<file path="config.mk">
export PLATFORM = sky130hd
export DESIGN_NAME = tscal_seq
export DESIGN_NICKNAME = d
export VERILOG_FILES = /design/src/rtl/tscal_pkg.sv /design/src/rtl/link_qual.sv /design/src/rtl/lat_calc.sv /design/src/rtl/tscal_seq.sv
export SDC_FILE = /design/constraint.sdc
export NUM_CORES = 1
export LEC_CHECK = 0
export ABC_AREA = 1
export ABC_CLOCK_PERIOD_IN_PS = 2020
export BUFFER_PORTS_ARGS = -buffer_cell sky130_fd_sc_hd__buf_2
export CAP_MARGIN = 15
export CORE_MARGIN = 2
export CORE_UTILIZATION = 45
export CTS_CLUSTER_DIAMETER = 80
export DETAILED_ROUTE_END_ITERATION = 16
export PLACE_DENSITY = 0.75
export SYNTH_ARGS = -nofsm -noshare
export SYNTH_HDL_FRONTEND = slang
export SYNTH_SLANG_ARGS = --single-unit
</file>
<file path="constraint.sdc">
create_clock -name clk -period 2.02 [get_ports clk]
set_clock_uncertainty 0.05 [all_clocks]
set_input_delay 0.101 -clock clk [delete_from_list [all_inputs] [get_ports clk]]
set_output_delay 0.101 -clock clk [all_outputs]
set_load 0.02 [all_outputs]
</file>
<file path="src/rtl/tscal_pkg.sv">
package tscal_pkg;

    typedef enum logic [3:0] {
        S_WAIT, S_POLL,
        S_RD_TX0, S_RD_TX1, S_RD_RX0, S_RD_RX1,
        S_WR_TXF, S_WR_TXN, S_WR_RXF, S_WR_RXN,
        S_DONE
    } cal_state_e;

    // PHY register addresses, USXGMII layout
    localparam logic [11:0] USX_VALID  = 12'h420;
    localparam logic [11:0] USX_TX_LAT = 12'h421;
    localparam logic [11:0] USX_RX_LAT = 12'h422;
    // PHY register addresses, multi-gig layout
    localparam logic [11:0] MG_VALID   = 12'h017;
    localparam logic [11:0] MG_TX_LO   = 12'h018;
    localparam logic [11:0] MG_TX_HI   = 12'h019;
    localparam logic [11:0] MG_RX_LO   = 12'h01B;
    localparam logic [11:0] MG_RX_HI   = 12'h01A;
    // MAC path-delay registers
    localparam logic [11:0] USX_TXF    = 12'h102;
    localparam logic [11:0] USX_TXN    = 12'h104;
    localparam logic [11:0] USX_RXF    = 12'h122;
    localparam logic [11:0] USX_RXN    = 12'h124;
    localparam logic [11:0] MG_TXF     = 12'h10A;
    localparam logic [11:0] MG_TXN     = 12'h10C;
    localparam logic [11:0] MG_RXF     = 12'h12A;
    localparam logic [11:0] MG_RXN     = 12'h12C;

endpackage

</file>
<file path="src/rtl/link_qual.sv">
module link_qual #(
    parameter int CNT_W = 16
) (
    input  logic             clk,
    input  logic             rst_n,
    input  logic             link_up,
    input  logic [CNT_W-1:0] limit,
    output logic             stable
);
    logic [CNT_W-1:0] cnt_q;

    // Counts consecutive edges with the link up, and stops at full scale
    always_ff @(posedge clk) begin
        if (!rst_n || !link_up) begin
            cnt_q <= '0;
        end else if (cnt_q != '1) begin
            cnt_q <= cnt_q + 1'b1;
        end
    end

    assign stable = link_up && (cnt_q >= limit);
endmodule

</file>
<file path="src/rtl/lat_calc.sv">
module lat_calc #(
    parameter int RAW_W = 16,
    parameter int FIX_W = 32
) (
    input  logic [RAW_W-1:0] raw,
    input  logic [FIX_W-1:0] pma,
    output logic [FIX_W-1:0] fixed,
    output logic             ovf
);
    localparam int FRAC_W = FIX_W - RAW_W;

    logic [FIX_W:0] sum;

    always_comb begin
        sum   = {1'b0, raw, {FRAC_W{1'b0}}} + {1'b0, pma};
        ovf   = sum[FIX_W];
        fixed = ovf ? '1 : sum[FIX_W-1:0];
    end
endmodule

</file>
<file path="src/rtl/tscal_seq.sv">
module tscal_seq
    import tscal_pkg::*;
#(
    parameter int PHY_AW = 12,
    parameter int MAC_AW = 12,
    parameter int DW     = 16,
    parameter int CNT_W  = 16
) (
    input  logic              clk,
    input  logic              rst_n,
    input  logic              link_up,
    input  logic [CNT_W-1:0]  stable_cycles,
    input  logic              usx_mode,
    input  logic [2*DW-1:0]   tx_pma_delay,
    input  logic [2*DW-1:0]   rx_pma_delay,
    output logic              phy_read,
    output logic [PHY_AW-1:0] phy_addr,
    input  logic [DW-1:0]     phy_rdata,
    input  logic              phy_waitreq,
    output logic              mac_write,
    output logic [MAC_AW-1:0] mac_addr,
    output logic [DW-1:0]     mac_wdata,
    input  logic              mac_waitreq,
    output logic              cal_done,
    output logic              cal_err
);
    localparam int FIX_W = 2 * DW;
    localparam int HB    = DW / 2;
    localparam int NDIR  = 2;

    cal_state_e        state_q, state_d;
    logic              mode_q;
    logic              stable;
    logic              phy_acc, mac_acc;
    logic              both_valid;
    logic              err_q;
    logic [DW-1:0]     raw_q [NDIR];
    logic [FIX_W-1:0]  fix_w [NDIR];
    logic              ovf_w [NDIR];

    link_qual #(.CNT_W(CNT_W)) u_link (
        .clk    (clk),
        .rst_n  (rst_n),
        .link_up(link_up),
        .limit  (stable_cycles),
        .stable (stable)
    );

    // One converter per direction: index 0 is TX, index 1 is RX
    for (genvar d = 0; d < NDIR; d++) begin : g_dir
        lat_calc #(.RAW_W(DW), .FIX_W(FIX_W)) u_calc (
            .raw  (raw_q[d]),
            .pma  ((d == 0) ? tx_pma_delay : rx_pma_delay),
            .fixed(fix_w[d]),
            .ovf  (ovf_w[d])
        );
    end

    assign phy_acc    = phy_read && !phy_waitreq;
    assign mac_acc    = mac_write && !mac_waitreq;
    assign both_valid = phy_rdata[0] && phy_rdata[1];

    // Next-state logic
    always_comb begin
        state_d = state_q;
        unique case (state_q)
            S_WAIT:   if (stable) state_d = S_POLL;
            S_POLL:   if (phy_acc && both_valid) state_d = S_RD_TX0;
            S_RD_TX0: if (phy_acc) state_d = mode_q ? S_RD_RX0 : S_RD_TX1;
            S_RD_TX1: if (phy_acc) state_d = S_RD_RX0;
            S_RD_RX0: if (phy_acc) state_d = mode_q ? S_WR_TXF : S_RD_RX1;
            S_RD_RX1: if (phy_acc) state_d = S_WR_TXF;
            S_WR_TXF: if (mac_acc) state_d = S_WR_TXN;
            S_WR_TXN: if (mac_acc) state_d = S_WR_RXF;
            S_WR_RXF: if (mac_acc) state_d = S_WR_RXN;
            S_WR_RXN: if (mac_acc) state_d = S_DONE;
            S_DONE:   state_d = S_DONE;
            default:  state_d = S_WAIT;
        endcase
        if (!link_up) state_d = S_WAIT;
    end

    // State register
    always_ff @(posedge clk) begin
        if (!rst_n) begin
            state_q <= S_WAIT;
        end else begin
            state_q <= state_d;
        end
    end

    // The mode is sampled while waiting and held for the whole sequence
    always_ff @(posedge clk) begin
        if (!rst_n) begin
            mode_q <= 1'b0;
        end else if (state_q == S_WAIT) begin
            mode_q <= usx_mode;
        end
    end

    // Capture of the raw latencies
    always_ff @(posedge clk) begin
        if (!rst_n) begin
            raw_q[0] <= '0;
            raw_q[1] <= '0;
        end else if (phy_acc) begin
            case (state_q)
                S_RD_TX0: if (mode_q) raw_q[0] <= phy_rdata;
                          else        raw_q[0][HB-1:0] <= phy_rdata[HB-1:0];
                S_RD_TX1: raw_q[0][DW-1:HB] <= phy_rdata[HB-1:0];
                S_RD_RX0: if (mode_q) raw_q[1] <= phy_rdata;
                          else        raw_q[1][HB-1:0] <= phy_rdata[HB-1:0];
                S_RD_RX1: raw_q[1][DW-1:HB] <= phy_rdata[HB-1:0];
                default: ;
            endcase
        end
    end

    // Sticky saturation flag, cleared while the link is down
    always_ff @(posedge clk) begin
        if (!rst_n || !link_up) begin
            err_q <= 1'b0;
        end else if (state_q == S_WR_TXF && (ovf_w[0] || ovf_w[1])) begin
            err_q <= 1'b1;
        end
    end

    // Output decode
    always_comb begin
        phy_read  = 1'b0;
        phy_addr  = '0;
        mac_write = 1'b0;
        mac_addr  = '0;
        mac_wdata = '0;
        unique case (state_q)
            S_WAIT, S_DONE: ;
            S_POLL: begin
                phy_read = 1'b1;
                phy_addr = PHY_AW'(mode_q ? USX_VALID : MG_VALID);
            end
            S_RD_TX0: begin
                phy_read = 1'b1;
                phy_addr = PHY_AW'(mode_q ? USX_TX_LAT : MG_TX_LO);
            end
            S_RD_TX1: begin
                phy_read = 1'b1;
                phy_addr = PHY_AW'(MG_TX_HI);
            end
            S_RD_RX0: begin
                phy_read = 1'b1;
                phy_addr = PHY_AW'(mode_q ? USX_RX_LAT : MG_RX_LO);
            end
            S_RD_RX1: begin
                phy_read = 1'b1;
                phy_addr = PHY_AW'(MG_RX_HI);
            end
            S_WR_TXF: begin
                mac_write = 1'b1;
                mac_addr  = MAC_AW'(mode_q ? USX_TXF : MG_TXF);
                mac_wdata = fix_w[0][DW-1:0];
            end
            S_WR_TXN: begin
                mac_write = 1'b1;
                mac_addr  = MAC_AW'(mode_q ? USX_TXN : MG_TXN);
                mac_wdata = fix_w[0][FIX_W-1:DW];
            end
            S_WR_RXF: begin
                mac_write = 1'b1;
                mac_addr  = MAC_AW'(mode_q ? USX_RXF : MG_RXF);
                mac_wdata = fix_w[1][DW-1:0];
            end
            S_WR_RXN: begin
                mac_write = 1'b1;
                mac_addr  = MAC_AW'(mode_q ? USX_RXN : MG_RXN);
                mac_wdata = fix_w[1][FIX_W-1:DW];
            end
            default: ;
        endcase
    end

    assign cal_done = (state_q == S_DONE);
    assign cal_err  = err_q;

    // a stalled read keeps its strobe and address
    a_r9_phy_hold: assert property (@(posedge clk) disable iff (!rst_n)
        (phy_read && phy_waitreq && link_up) |=> (phy_read && $stable(phy_addr)));

    // a stalled write keeps its strobe, address and data
    a_r9_mac_hold: assert property (@(posedge clk) disable iff (!rst_n)
        (mac_write && mac_waitreq && link_up) |=>
            (mac_write && $stable(mac_addr) && $stable(mac_wdata)));

    // status clears one edge after the link is lost
    a_r10_done_clears: assert property (@(posedge clk) disable iff (!rst_n)
        !link_up |=> (!cal_done && !cal_err));

    // an access needs the link to have been up at the previous edge
    a_r2_access_needs_link: assert property (@(posedge clk) disable iff (!rst_n)
        (phy_read || mac_write) |-> $past(link_up));

    // the two masters never drive at the same time
    a_r9_one_master: assert property (@(posedge clk) disable iff (!rst_n)
        !(phy_read && mac_write));

    // done only appears after the final write was accepted
    a_r10_done_after_write: assert property (@(posedge clk) disable iff (!rst_n)
        $rose(cal_done) |-> $past(mac_write && !mac_waitreq));
endmodule

</file>
# [After elaboration in Yosys (flattened, before gate mapping)]
# Memories as Yosys holds them, arrays and structs flattened.
# Index checks and enable logic that the tools add are counted.
[op_classes] n_addsub=3 multipliers=0 n_div=0 magnitude_cmp=1 n_eq_ne=21 n_shift=0 n_mux=60 n_bitwise=6 n_reduce_logical=17
[ops] operator="$add A32 B32 Y33" n=2
[ops] operator="$mux W32" n=2
[ops] operator="$pmux W16 S4" n=1
[ops] operator="$mux W4" n=14
[ops] operator="$pmux W11 S5" n=1
[ops] operator="$pmux W4 S11" n=1
[ops] operator="$pmux W9 S4" n=1
[ops] operator="$mux W11" n=3
[ops] operator="$mux W16" n=2
[ops] operator="$mux W8" n=4
[ops] operator="$mux W1" n=29
[ops] operator="$ne A2 B2 Y1 const B" n=10
[ops] operator="$add A16 B1 Y16 const B" n=1
[ops] operator="$eq A4 B3 Y1 const B" n=4
[ops] operator="$ge A16 B16 Y1" n=1
[ops] operator="$ne A16 B16 Y1 const B" n=1
[ops] operator="$eq A4 B4 Y1 const B" n=3
[ops] operator="$reduce_and A10 Y1" n=1
[ops] operator="$eq A4 B2 Y1 const B" n=2
[ops] operator="$logic_and A1 B1 Y1" n=6
[ops] operator="$or A1 B1 Y1" n=6
[ops] operator="$reduce_or A5 Y1" n=1
[ops] operator="$eq A4 B1 Y1 const B" n=1
[ops] operator="$logic_not A1 Y1" n=4
[ops] operator="6 further kinds" n=7
[word_totals] regBits=22 latchBits=0 ram_bits=32 mem_bits_ro=0 inputBits=102 word_cells=113 mem_count=1
[memory_table] memory="raw_q" depth=2 width=16 read_ports=2 rd_clocked_by_memory_dff=0 wr=2 line_no="tscal_seq.sv:37" rtl="logic [DW-1:0] raw_q [NDIR];"

# [Longest topological paths before layout]
[logic_depth] word_depth=9 ltp_mapped=16

# [Hierarchy]
# A second synthesis with hierarchy kept.
[unflattened] hier_cells=1055 area_unflattened_um2=6490.0
[by_module_without_submodules] module="tscal_seq" instances=1 cells_each=348 area_per_inst_um2=2606.2 seq_area_each_um2=1081.0
[by_module_without_submodules] module="link_qual" instances=1 cells_each=197 area_per_inst_um2=1346.3 seq_area_each_um2=320.3
[by_module_without_submodules] module="lat_calc at g_dir[1].u_calc" instances=1 cells_each=255 area_per_inst_um2=1277.5 seq_area_each_um2=0.0
[by_module_without_submodules] module="lat_calc at g_dir[0].u_calc" instances=1 cells_each=255 area_per_inst_um2=1260.0 seq_area_each_um2=0.0

# [Least setup slack after synthesis]
# Ideal clock, no wire load.
[synth_timing] kind="register to output" start="memory raw_q[0][0]" end="output port mac_wdata[14]" arrival_ns=2.117 t_required_ns=1.869 slack_ns=-0.248 stages_incl_launch_ff=14 path_cell_list="edfxtp_1 -> ha_1 -> fa_1 -> nand3_1 -> nand2_1 -> nand2_1 -> nand2_1 -> nand2_1 -> nand2_1 -> buf_2 -> o21ai_0 -> nand2_1 -> inv_1 -> nand3_1"
[synth_lines] item="from (decl)" line_no="tscal_seq.sv:37"
[synth_lines] item="to (decl)" line_no="tscal_seq.sv:22" rtl="output logic [DW-1:0] mac_wdata,"

==> metrics.csv <==
metric,value,unit
status,finished with violations,
failing checks,negative setup slack,
Post-DRT Antenna Nets,0,
vias in the first global route,5635,
# H-tree levels,2,
endpoints failing setup,16,
Slew @ Worst Pin,0.6707,ns
GPL Wtd Cong,0.9665,
crit end category,output pin,
sequential share of the synthesized area,0.2567,
Final WS setup,-0.4577,ns
largest family of logic cells by synthesized area,simple AND/OR/NAND/NOR gates,
Die Width,114.1,µm
Vias/cell,5.209,
Post-Syn Instances,821,
Starting DRT DRC Count,518,
worst path arrival time,2.33,ns
Slew Limit Fails,0,
RSZ-0062 raised after global routing,yes,
minimum clock period,2.478,ns
DP HPWL,14.39,mm
f_max,403.6,MHz
clock latency on the worst-skew pair,0.30,ns
mux contribution to synthesized area,0,
"Hold Vio Cnt, Final",0,
xor and xnor area share after synthesis,0.03209,
Clock Path Buffers,2,
max cap viols,0,
crit-path max FO,3,
register bit total from synthesis,54,
"Primary FF master, synth",edfxtp_1,
Critical R2R Capture,cal_err,
required time worst endpoint,1.87,ns
CTS buffer count,5,
via count,6204,
synthesized area per cell,6.649,µm²
Post-synth EDFFs,32,
TritonCTS clock tree,done,
# DRC,0,
Synth cell types,44,
Post-Layout Inst Area,0.007655,mm²
Hold Path End,raw_q[0][11],
antenna diode count,0,
initial core utilization,0.4583,
1st-pass router iterations,6,
synthesis-to-finish area growth,40.22,%
hold path depth,3,
Die H,114.1,µm
initial antenna violation count,0,
Rel. slew slack,0.5488,
critical path class,reg -> out,
DRT Wirelength,17.61,mm
Syn. warnings,0,
crit start category,flop,
pin count of the biggest net entering global routing,25,
clk sink count,54,
reg2reg setup slack,0.03,ns
Crit Reg-Reg Startpoint,raw_q[0][0],
Wirelength per Cell,14.78,µm
Core Rows,40,
Root Buffer Master,clkbuf_16,
Pleak,4.115,nW
global-route wire length before repair,27.17,mm
die area,0.01303,mm²
Clock transition at path regs,0.07,ns
Post-Synth Simple-Gate Area,0.3113,
compound-gate portion of the synthesized area,0.1584,
Max VDD drop,1107,µV
Synth Area in Adders,0.1196,
cell area after synthesis,0.005459,mm²
fin crit share,1.227,
ys async rst share,0,
Nets,1196,
placed cells,1175,
Final Non-Filler Cells,1191,
I/O pin total,146,
Reg2Reg Depth,11,
worst hold path startpoint,phy_rdata[3],
dpl cell area,0.007033,mm²
Worst Hold Class,in -> reg,
total power,0.005538,W
total grt overflow,0,
core region area,0.01191,mm²
Pwr Density,723.4,mW/mm²
share of layout cells above drive strength 1,0.3314,
Overall Global Routing Usage,0.2616,
Port-buffer cells,133,
Worst Hold Margin,0.05213,ns
-- synth_stat cells (2+ instances only) --
cell	number	share of area
buf_4	14	0.019
buf_2	6	0.0055
edfxtp_1	32	0.18
nor4_1	4	0.0046
xor2_1	17	0.027
o22ai_1	8	0.0092
a21oi_1	59	0.054
nor2_2	2	0.0023
and2_1	6	0.0069
a21oi_2	3	0.0048
nand3_1	59	0.054
fa_1	2	0.0073
inv_2	3	0.0021
nand2_2	2	0.0023
a31oi_1	3	0.0034
o21bai_1	3	0.0041
nand2_4	2	0.0041
nor2_1	72	0.050
nand4_1	20	0.023
dfxtp_1	22	0.081
buf_6	2	0.0041
o21ai_0	58	0.053
o21a_1	4	0.0055
a21o_1	5	0.0069
nor3_1	9	0.0083
o21ai_1	13	0.012
nand2_1	186	0.13
nand3b_1	13	0.018
ha_1	49	0.11
clkbuf_1	5	0.0034
xnor2_1	3	0.0048
inv_1	123	0.085
-- layout make-up --
class / instances / area, µm²
Clock buffer: 5 / 125.1
Clock inverter: 3 / 28.78
Fill cell: 1046 / 4257
Inverter: 127 / 479.2
Multi-Input combinational cell: 623 / 3835
Sequential cell: 54 / 1406
Tap cell: 147 / 183.9
Timing Repair Buffer: 232 / 1597
-- kinds of logic after synthesis --
| family | after synthesis |
|---|---|
| other | 1 |
| and+or+nand+nor | 380 |
| DFF | 54 |
| adders and majority gates | 51 |
| AOI/OAI and AO/OA | 159 |
| xor gates and xnor gates | 20 |
| buffers and inverters | 156 |
-- layer usage --
metal  vias up  track usage  part of all wire  wire length (µm)
li1       3167            -                 -                 -
met1      2746       0.3390              0.43              7650
met2       251       0.4560              0.47              8307
met3        40      0.02223             0.062              1093
met4         0      0.09512             0.032               557
met5         -            0                 0                 0
-- through the flow --
step           TNS (ns)  utilization  setup WS, ns
2_1_floorplan   -0.5334            -      -0.05879
4_1_cts          -6.048       0.6237       -0.4082
6_report         -6.547       0.6426       -0.4577
3_3_place_gp     -1.969       0.5904       -0.1620
3_5_place_dp     -2.648       0.5904       -0.2012
5_1_grt          -8.338       0.6426       -0.5851
-- power by group --
group | total [W] | internal [W] | switching (W) | leakage (nW)
sequential | 0.00138 | 0.00126 | 0.000119 | 0.510
clock | 0.000895 | 0.000473 | 0.000421 | 0.0759
combinational | 0.00327 | 0.00126 | 0.00201 | 3.53
total | 0.00554 | 0.00299 | 0.00255 | 4.11
-- worst max path at each step --
stage,startpoint,cells past startpoint,endpoint
floorplan,raw_q[1][0],11,mac_wdata[0]
global placement,raw_q[0][0],12,mac_wdata[5]
detailed placement,raw_q[0][0],14,mac_wdata[7]
CTS,raw_q[1][0],14,mac_wdata[10]
global route,raw_q[0][0],14,mac_wdata[7]
finish,raw_q[1][0],11,mac_wdata[6]
-- layout by cell type, fill, tap and decap left out, types with 20 or more instances in the layout --
cell type | netlist | final
buf_4 | 14 | 91
nand4_1 | 20 | 20
inv_1 | 123 | 120
nor2_1 | 72 | 69
edfxtp_1 | 32 | 32
nand3_1 | 59 | 46
a21oi_1 | 59 | 52
o21ai_2 | 1 | 29
buf_2 | 6 | 120
ha_1 | 49 | 46
o21ai_1 | 13 | 22
o21ai_0 | 58 | 20
nand2_1 | 186 | 166
-- sequential cells by signal (all words and copies together) (netlist names) --
register / count
state_q: 4
u_link.cnt_q: 16
raw_q: 32
mode_q: 1
cal_err: 1
-- critical path: stages (launching register included) --
cell      delay, ns
edfxtp_1       0.44
ha_4           0.20
fa_2           0.34
nand3_2        0.07
nand2_2        0.06
nand3_1        0.10
nand2_2        0.07
xor2_1         0.15
buf_4          0.15
o21ai_2        0.14
nand4_1        0.12
buf_4          0.18
-- timing repair --
| action | in CTS | in global routing |
|---|---|---|
| pin swaps | 18 | 11 |
| endpoints found under the setup margin | 17 | 57 |
| hold endpoints to repair | 1 | 0 |
| buffers inserted | 3 | 1 |
| gates cloned | 2 | 1 |
| resized for setup | 54 | 54 |
| hold buffers | 1 | 0 |
(Power assumes the default switching activity.)
